<file path="src/rtl/vpr_pkg.sv">
package vpr_pkg;
  localparam int VPR_VW   = 8;
  localparam int VPR_CLSW = 4;
  typedef logic [VPR_VW-1:0] vpr_vec_t;
  typedef struct packed {
    logic     en;
    vpr_vec_t idx;
    logic     val;
  } vpr_bitop_t;
endpackage

</file>
<file path="src/rtl/vpr_prio_enc.sv">
module vpr_prio_enc #(
  parameter int N  = 256,
  parameter int IW = $clog2(N)
) (
  input  logic [N-1:0]  bits,
  output logic          valid,
  output logic [IW-1:0] idx
);
  always_comb begin
    valid = 1'b0;
    idx   = '0;
    for (int i = 0; i < N; i++) begin
      if (bits[i]) begin
        valid = 1'b1;
        idx   = IW'(i);
      end
    end
  end
endmodule

</file>
<file path="src/rtl/vpr_bitvec.sv">
module vpr_bitvec #(
  parameter int N  = 256,
  parameter int IW = $clog2(N)
) (
  input  logic          clk,
  input  logic          rst,
  input  logic          clr_all,
  input  logic          a_en,
  input  logic [IW-1:0] a_idx,
  input  logic          a_val,
  input  logic          b_en,
  input  logic [IW-1:0] b_idx,
  input  logic          b_val,
  output logic [N-1:0]  q
);
  // port b is applied after port a, so it wins on the same bit
  always_ff @(posedge clk) begin
    if (rst || clr_all) begin
      q <= '0;
    end else begin
      if (a_en) q[a_idx] <= a_val;
      if (b_en) q[b_idx] <= b_val;
    end
  end
endmodule

</file>
<file path="src/rtl/vpr_prio_calc.sv">
module vpr_prio_calc #(
  parameter int VW   = 8,
  parameter int CLSW = 4
) (
  input  logic          en,
  input  logic [VW-1:0] tpr,
  input  logic          isr_valid,
  input  logic [VW-1:0] isr_top,
  input  logic          irr_valid,
  input  logic [VW-1:0] irr_top,
  output logic [VW-1:0] ppr,
  output logic          want_irq
);
  localparam int SUBW = VW - CLSW;

  logic [CLSW-1:0] isr_cls;
  logic [CLSW-1:0] tpr_cls;

  always_comb begin
    isr_cls = isr_valid ? isr_top[VW-1:SUBW] : '0;
    tpr_cls = tpr[VW-1:SUBW];
    if (tpr_cls >= isr_cls) ppr = tpr;
    else                    ppr = {isr_cls, {SUBW{1'b0}}};
    want_irq = en && irr_valid &&
               ((ppr == '0) || (irr_top[VW-1:SUBW] > ppr[VW-1:SUBW]));
  end
endmodule

</file>
<file path="src/rtl/vec_prio_resolver.sv">
module vec_prio_resolver
  import vpr_pkg::*;
#(
  parameter int VW   = VPR_VW,
  parameter int CLSW = VPR_CLSW
) (
  input  logic          clk,
  input  logic          rst,
  input  logic          post_valid,
  input  logic [VW-1:0] post_vec,
  input  logic          post_level,
  input  logic          tpr_wr,
  input  logic [CLSW-1:0] tpr_nib,
  input  logic          svr_wr,
  input  logic [VW:0]   svr_data,
  input  logic          init,
  input  logic          ack,
  input  logic          eoi,
  output logic          irq,
  output logic [VW-1:0] ppr,
  output logic          ack_done,
  output logic [VW-1:0] ack_vec,
  output logic          ack_spur,
  output logic          eoi_done,
  output logic [VW-1:0] eoi_vec,
  output logic          eoi_level
);
  localparam int NVEC  = 1 << VW;
  localparam int SUBW  = VW - CLSW;
  localparam logic [VW:0] SVR_RST = {1'b0, {VW{1'b1}}};

  logic [NVEC-1:0] irr_q, isr_q, tmr_q;
  logic [VW-1:0]   tpr_q;
  logic [VW:0]     svr_q;
  logic            irr_valid, isr_valid;
  logic [VW-1:0]   irr_top, isr_top;
  logic [VW-1:0]   ppr_c;
  logic            want_irq;
  logic            sw_en, ack_grant, ack_blocked, eoi_hit;
  vpr_bitop_t      irr_a, irr_b, isr_a, isr_b, tmr_b;

  assign sw_en       = svr_q[VW];
  assign ack_grant   = ack && sw_en && irr_valid;
  assign ack_blocked = (tpr_q != '0) && (irr_top <= tpr_q);
  assign eoi_hit     = eoi && isr_valid;

  always_comb begin
    irr_a = '{en: ack_grant,                idx: irr_top,  val: 1'b0};
    irr_b = '{en: post_valid,               idx: post_vec, val: 1'b1};
    isr_a = '{en: eoi_hit,                  idx: isr_top,  val: 1'b0};
    isr_b = '{en: ack_grant && !ack_blocked, idx: irr_top, val: 1'b1};
    tmr_b = '{en: post_valid,               idx: post_vec, val: post_level};
  end

  vpr_bitvec #(.N(NVEC), .IW(VW)) u_irr (
    .clk, .rst, .clr_all(init),
    .a_en(irr_a.en), .a_idx(irr_a.idx), .a_val(irr_a.val),
    .b_en(irr_b.en), .b_idx(irr_b.idx), .b_val(irr_b.val),
    .q(irr_q)
  );

  vpr_bitvec #(.N(NVEC), .IW(VW)) u_isr (
    .clk, .rst, .clr_all(init),
    .a_en(isr_a.en), .a_idx(isr_a.idx), .a_val(isr_a.val),
    .b_en(isr_b.en), .b_idx(isr_b.idx), .b_val(isr_b.val),
    .q(isr_q)
  );

  vpr_bitvec #(.N(NVEC), .IW(VW)) u_tmr (
    .clk, .rst, .clr_all(init),
    .a_en(1'b0), .a_idx('0), .a_val(1'b0),
    .b_en(tmr_b.en), .b_idx(tmr_b.idx), .b_val(tmr_b.val),
    .q(tmr_q)
  );

  vpr_prio_enc #(.N(NVEC), .IW(VW)) u_irr_enc (
    .bits(irr_q), .valid(irr_valid), .idx(irr_top)
  );

  vpr_prio_enc #(.N(NVEC), .IW(VW)) u_isr_enc (
    .bits(isr_q), .valid(isr_valid), .idx(isr_top)
  );

  vpr_prio_calc #(.VW(VW), .CLSW(CLSW)) u_calc (
    .en(sw_en), .tpr(tpr_q),
    .isr_valid, .isr_top, .irr_valid, .irr_top,
    .ppr(ppr_c), .want_irq
  );

  always_ff @(posedge clk) begin
    if (rst || init)  tpr_q <= '0;
    else if (tpr_wr)  tpr_q <= {tpr_nib, {SUBW{1'b0}}};
  end

  always_ff @(posedge clk) begin
    if (rst)         svr_q <= SVR_RST;
    else if (svr_wr) svr_q <= svr_data;
  end

  always_ff @(posedge clk) begin
    if (rst) begin
      irq       <= 1'b0;
      ppr       <= '0;
      ack_done  <= 1'b0;
      ack_vec   <= '0;
      ack_spur  <= 1'b0;
      eoi_done  <= 1'b0;
      eoi_vec   <= '0;
      eoi_level <= 1'b0;
    end else begin
      irq       <= want_irq;
      ppr       <= ppr_c;
      ack_done  <= ack;
      ack_spur  <= !ack_grant || ack_blocked;
      ack_vec   <= (ack_grant && !ack_blocked) ? irr_top : svr_q[VW-1:0];
      eoi_done  <= eoi_hit;
      eoi_vec   <= isr_top;
      eoi_level <= tmr_q[isr_top];
    end
  end
endmodule

</file>
<file path="config.mk">
export PLATFORM = sky130hd
export DESIGN_NAME = vec_prio_resolver
export DESIGN_NICKNAME = d
export VERILOG_FILES = /design/src/rtl/vpr_pkg.sv /design/src/rtl/vpr_prio_enc.sv /design/src/rtl/vpr_bitvec.sv /design/src/rtl/vpr_prio_calc.sv /design/src/rtl/vec_prio_resolver.sv
export SDC_FILE = /design/constraint.sdc
export NUM_CORES = 2
export LEC_CHECK = 0
export BUFFER_PORTS_ARGS = -buffer_cell sky130_fd_sc_hd__buf_2
export CAP_MARGIN = 40
export CORE_MARGIN = 3
export CORE_UTILIZATION = 35
export CTS_CLUSTER_SIZE = 28
export DETAILED_ROUTE_END_ITERATION = 7
export PLACE_DENSITY = 0.57
export SLEW_MARGIN = 20
export SYNTH_ARGS = -nofsm -noshare
export SYNTH_HDL_FRONTEND = slang
export SYNTH_SLANG_ARGS = --single-unit
</file>
<file path="constraint.sdc">
create_clock -name clk -period 4.9 [get_ports clk]
set_input_delay 0.735 -clock clk [delete_from_list [all_inputs] [get_ports clk]]
set_output_delay 0.735 -clock clk [all_outputs]
set_load 0.01 [all_outputs]
</file>
### Word level (Yosys, flattened, before mapping)

Cells that the tools add are included.

* register bits: 810
* bits of input ports: 30
* word-level logic and storage cells: 1087

* order comparisons: 9
* multiplexer cells: 1042
* bitwise gates (word level): 6
* reductions and logical operators: 17

Operators with widths (count)
* 2-to-1 mux 8 bit: 258
* 2-to-1 mux 256 bit: 8
* 2-to-1 mux 7 bit: 128
* 2-to-1 mux 1 bit: 518
* AND 256 bit: 2
* inverter 256 bit: 2
* bitwise OR 256 bit: 2
* 2-to-1 mux 6 bit: 64
* bitwise mux 256 bit: 1
* 2-to-1 mux 5 bit: 32
* 2-to-1 mux 4 bit: 17
* less-than comparator 8 x 9 -> 1 bit (second input constant): 3
* demux 1 bit (select 8 bit): 3
* >= comparator 8 x 1 -> 1 bit (second input constant): 3
* 2-to-1 mux 3 bit: 8
* logical AND 1 bit: 10
* binary-select mux 1 bit (select 8 bit): 1
* less-or-equal comparator 8 bit: 1
* logical NOT 8 bit: 1
* 2-to-1 mux 2 bit: 4
* nonzero test 8 bit: 1
* >= comparator 4 bit: 1
* greater-than comparator 4 bit: 1
* logical OR 1 bit: 3
* logical NOT 1 bit: 2

### Depth between registers and ports, before layout

* depth in word-level cells: 265
* gate-level depth with buffers: 24

### Hierarchy

Synthesis repeated with hierarchy kept, for this count alone.

* cells, all modules: 7764
* area total of the unflattened synthesis: 62628.8 µm²

By module, submodules not included
* vpr_bitvec (u_irr ...): instances 2, cells each 2071, area an instance 17342.9 µm²
* vpr_bitvec (u_tmr): instances 1, cells each 2071, area an instance 17281.6 µm²
* vpr_prio_enc: instances 2, cells each 601, area an instance 3344.5 µm²
* vec_prio_resolver: instances 1, cells each 296, area an instance 3592.2 µm²
* vpr_prio_calc: instances 1, cells each 53, area an instance 380.4 µm²

### Least setup slack after synthesis

Ideal clock, no wire load.

* path type: register to register
* from: register u_isr.q[76]
* to: register irq
* arrival time: 4505 ps
* path slack: 279 ps
* stages on the path, launching flop included: 23
* buffers on the path: 0
* period minus slack after synthesis: 4621 ps
* path through: dfxtp_1 > or4_1 > nor2_1 > nand2_1 > o21ai_0 > a21oi_1 > nor3_1 > nor2_1 > o21ai_1 > ha_1 > nand2b_1 > a21o_1 > a21o_1 > a21oi_1 > o21ai_0 > ha_1 > nor2b_1 > o21ai_0 > nand2b_1 > a21oi_1 > a41oi_1 > a41o_1 > and3_1

* longest elaborated chain between the ends: 186
* elaborated cells between the ends (all ways): 367
* classes of those cells: 2 x order compare; 362 x mux; 3 x reduce/logical

RTL lines
* start: declaration: RTL line vpr_bitvec.sv:14 `output logic [N-1:0] q`
* start signal: indexed assignment: RTL line vpr_bitvec.sv:21 `if (a_en) q[a_idx] <= a_val;`
* start signal: indexed assignment: RTL line vpr_bitvec.sv:22 `if (b_en) q[b_idx] <= b_val;`
* 2-to-1 mux 7 bit or 2-to-1 mux 1 bit (tied branches) (52 in a row): RTL line vpr_prio_enc.sv:13 `if (bits[i]) begin`
* 2-to-1 mux 8 bit or 2-to-1 mux 1 bit (tied branches) (128 in a row): RTL line vpr_prio_enc.sv:13
* 2-to-1 mux 4 bit (*): RTL line vpr_prio_calc.sv:20 `isr_cls = isr_valid ? isr_top[VW-1:SUBW] : '0;`
* >= comparator 4 bit: RTL line vpr_prio_calc.sv:22 `if (tpr_cls >= isr_cls) ppr = tpr;`
* 2-to-1 mux 8 bit (*): RTL line vpr_prio_calc.sv:22
* greater-than comparator 4 bit or logical NOT 8 bit (tied branches): RTL line vpr_prio_calc.sv:25 `((ppr == '0) || (irr_top[VW-1:SUBW] > ppr[VW-1:SUBW]));`
* logical OR 1 bit (*): RTL line vpr_prio_calc.sv:25
* logical AND 1 bit (*): RTL line vpr_prio_calc.sv:24 `want_irq = en && irr_valid &&`
* end signal: assignment: RTL line vec_prio_resolver.sv:111 `irq <= want_irq;`
* end: declaration: RTL line vec_prio_resolver.sv:19 `output logic irq,`

Mark *: on every way between the ends. The rest lies on a longest branch, timed or not.
A chain may end at the register's enable or synchronous reset.

### Worst setup path in the final report

* from: register u_irr.q[94]
* to: register u_isr.q[44]

* longest elaborated chain between the ends: 168
* elaborated cells between the ends (all ways): 336
* classes of those cells: 3 x order compare; 327 x mux; 1 x bitwise; 5 x reduce/logical

RTL lines (RTL line)
* start: declaration: vpr_bitvec.sv:14
* start signal: indexed assignment: vpr_bitvec.sv:21
* start signal: indexed assignment: vpr_bitvec.sv:22
* 2-to-1 mux 7 bit (34 in a row): vpr_prio_enc.sv:13
* 2-to-1 mux 8 bit (128 in a row): vpr_prio_enc.sv:13
* less-than comparator 8 x 9 -> 1 bit (not written as such) or >= comparator 8 x 1 -> 1 bit (tied branches): vpr_bitvec.sv:22
* logical AND 1 bit (not written as such): vpr_bitvec.sv:22
* 2-to-1 mux 1 bit (not written as such): vpr_bitvec.sv:22
* demux 1 bit (select 8 bit)
* bitwise OR 256 bit (no line)
* 2-to-1 mux 256 bit (*): vpr_bitvec.sv:22

Marks and branches as above.

==> impl_metrics.yaml <==
synthesis:
  async_flop_share_pct: 0
  yosysTopAreaCell: "dfxtp_1"
  synth_edf_count: 0
  synthTopCellsByArea: "dfxtp_1 40%, mux2i_1 6.8%, a21oi_1 5.6%"
  ys_seq_elements: 806
  synth_warnings: 0
  synth_top_area_share_pct: 40.4
  netlist_instances: 5073
  avgSynthCellArea_sq_um: 7.88
  synth_area_sq_um: 40000
  synth_cell_types: 93
  synthFlopType: "dfxtp_1"
  yosysSeqAreaShare_pct: 40.4
floorplan:
  fp-row-count: 123
  die-area_sq_um: 118000
  core-area_sq_um: 113000
  initial_core_util_pct: 35.4
  boundaryPins: 59
  die_w_um: 344
  die_h_um: 344
setup_path:
  crit_path_end_kind: "register"
  cp_data_required_time_ns: 5.51
  crit_type: "register to register"
  crit_fanout: 15
  crit_arrival_ns: 5.42
  worstSetupStartpointType: "register"
sta:
  min_period_ns: 4.81
  fin_skew_ns: 0.0445
  finalSetupViolations: 0
  relSlewSlack_pct: 37.7
  timing.hold.ws_ns: 0.275
  finalHoldViolations: 0
  worst_pin_slew_ns: 0.931
  grt_setup_unrepaired: "no"
  max_freq_ghz: 0.208
  final_max_slew_viol_count: 0
  fin_crit_sh_pct: 98.2
  setup_tns_ns: 0
power_and_ir_drop:
  ir_drop_uv: 268
  intPower_mw: 11.0
  total_power_mw: 14.7
  sw_frac_of_total_pct: 25.4
  pwr-share-seq_pct: 44.7
  p_per_area_nw_per_um2: 306
  clkPwrFrac_pct: 49.0
  p_comb_share_pct: 6.3
  leakage_nw: 17.6
  netSwitchingPower_mw: 3.73
finish:
  nets: 5328
  drive_gt1_share_pct: 13.6
  fin_cells: 6866
  n_fill_cell: 11420
  multi_input_comb_area_sq_um: 22300
  area_growth_pct: 20.1
  seq_area_sq_um: 16100
global_routing:
  grt_first_pass_wirelength_um: 274000
  grt_pass1_vias: 39786
  antenna_found_initial: 7
  grt_max_degree: 134
  track_usage_pct: 30.9
  grt_overflow: 0
place:
  place_congestion: 1.01
  port_buffers: 54
  dp_cells: 6684
  dpl.hpwl_um: 127000
clocking:
  cts_sinks: 806
  ctsRootBufferMaster: "clkbuf_16"
  clk_latency_ns: 0.70
  cts_tree: "yes"
  cts_htree_levels: 3
  cts-buffers-inserted: 91
  clockBufferDepth: 3
  path_clk_slew_ns: 0.06
job:
  cap_viol_max_count: 0
routing:
  dr_total_vias: 43377
  drtAntennaViolNets: 0
  drt_wl_total_um: 190000
  routed_via_density: 6.32
  drt-wirelength-per-cell_um: 27.6
  drt-initial-drc-count: 5558
  first_pass_iters: 6
  drc: 0
status:
  status: "finished clean"
hold_path:
  hold_path.class: "primary input to register"
## Yosys cell counts (all sizes together) (35+ instances only)
master  number
a211oi      43
a21oi      448
a311oi      67
a31oi       35
buf         53
clkbuf     292
dfxtp      806
inv        136
mux2i      270
nand2      545
nand3      207
nand4       44
nor2       563
nor3       143
nor4       166
o211ai     276
o21ai      444
o31ai      129
or4         56
## routing by layer
metal  part of all wire (%)  routed length, um  vias to the layer above  GRT usage, %
met2                     42              80500                     2661          46.2
met3                     11              21300                      634          6.22
met5                      0                  0                        -             0
met1                     40              75300                    20797          41.2
met4                    6.7              12700                        0          17.6
li1                       -                  -                    19285             -
## area by class of cell
class | count | area share [%]
multi-input combinational | 3788 | 46.5
clock inverter | 41 | 0.969
timing repair buffer | 462 | 8.42
sequential | 806 | 33.6
tap | 1500 | 3.91
clock buffer | 125 | 5.47
inverter | 137 | 1.07
antenna | 7 | 0.0365
## registers in the layout, indices dropped and copies added, names as in the netlist, 4 cells and up
name	cells
u_irr.q	256
u_isr.q	256
u_tmr.q	256
svr_q	9
ack_vec	8
eoi_vec	8
ppr	4
tpr_q	4
## layout by cell type, fill, tap and decap left out, types with 66 or more instances in the layout
| cell type | count |
|---|---|
| nor4_1 | 153 |
| inv_1 | 135 |
| dfxtp_1 | 806 |
| mux2i_1 | 270 |
| o31ai_1 | 128 |
| clkbuf_16 | 95 |
| o21ai_0 | 418 |
| nand3_1 | 203 |
| a21oi_1 | 443 |
| nor3_1 | 129 |
| buf_4 | 348 |
| a311oi_1 | 66 |
| nor2_1 | 541 |
| nand2_1 | 544 |
| o211ai_1 | 276 |
## metrics by stage
step	utilization, %	instance area [sq um]	setup slack (ns)
after global routing	42.5	48000	0.00199
after detailed placement	39.5	44600	-0.0628
final	42.5	48000	0.0875
after CTS	42.2	47700	0.0140
after global placement	39.3	44400	-0.122
after floorplan	-	40000	0.279
## power groups by stage
stage	clock [mW]	combinational [mW]	sequential (mW)
after CTS	7.26	0.878	6.58
after floorplan	0	0.394	6.72
after global placement	0	0.868	6.72
after global routing	7.51	0.938	6.58
after detailed placement	0	0.877	6.72
final	7.20	0.926	6.58
## critical path, stage by stage, from the launching register on
cell,delay [ns]
dfxtp_1,0.33
nor3_1,0.24
o21ai_0,0.15
nand3b_1,0.33
a221oi_1,0.53
o21ai_0,0.23
buf_4,0.21
a211o_1,0.30
a31oi_1,0.37
o31ai_1,0.27
or3_1,0.44
buf_4,0.19
and4_1,0.21
or4_1,0.54
buf_12,0.20
o21ai_0,0.18
## worst paths after layout
| path | start | end | slack, ns | depth (start not counted) |
|---|---|---|---|---|
| min | svr_data[5] | svr_q[5] | 0.27 | 3 |
| min reg2reg | u_tmr.q[40] | u_tmr.q[40] | 0.45 | 2 |
| max reg2reg | u_irr.q[94] | u_isr.q[44] | 0.09 | 15 |
| max | u_irr.q[94] | u_isr.q[44] | 0.09 | 15 |
## what timing repair did
action / CTS / global route
setup endpoints to repair: 1 / 239
pin swaps: 0 / 7
gates resized for setup: 3 / 47
buffers inserted: 0 / 1
hold buffers: 0 / 0
gates cloned: 0 / 1
## cells by family (layout without fill, tap and decap cells)
kind of cell	Yosys count	after routing	share of synthesized area, %
buffers and inverters	482	765	4.77
adder cells (fa/ha/maj)	12	12	0.376
AO/OA/AOI/OAI	1640	1640	26.0
flip-flops	806	806	40.4
AND/OR/NAND/NOR	1850	1850	21.4
multiplexers	282	282	7.10
other	1	11	0.00938
Power figures use the tool's default switching activity.
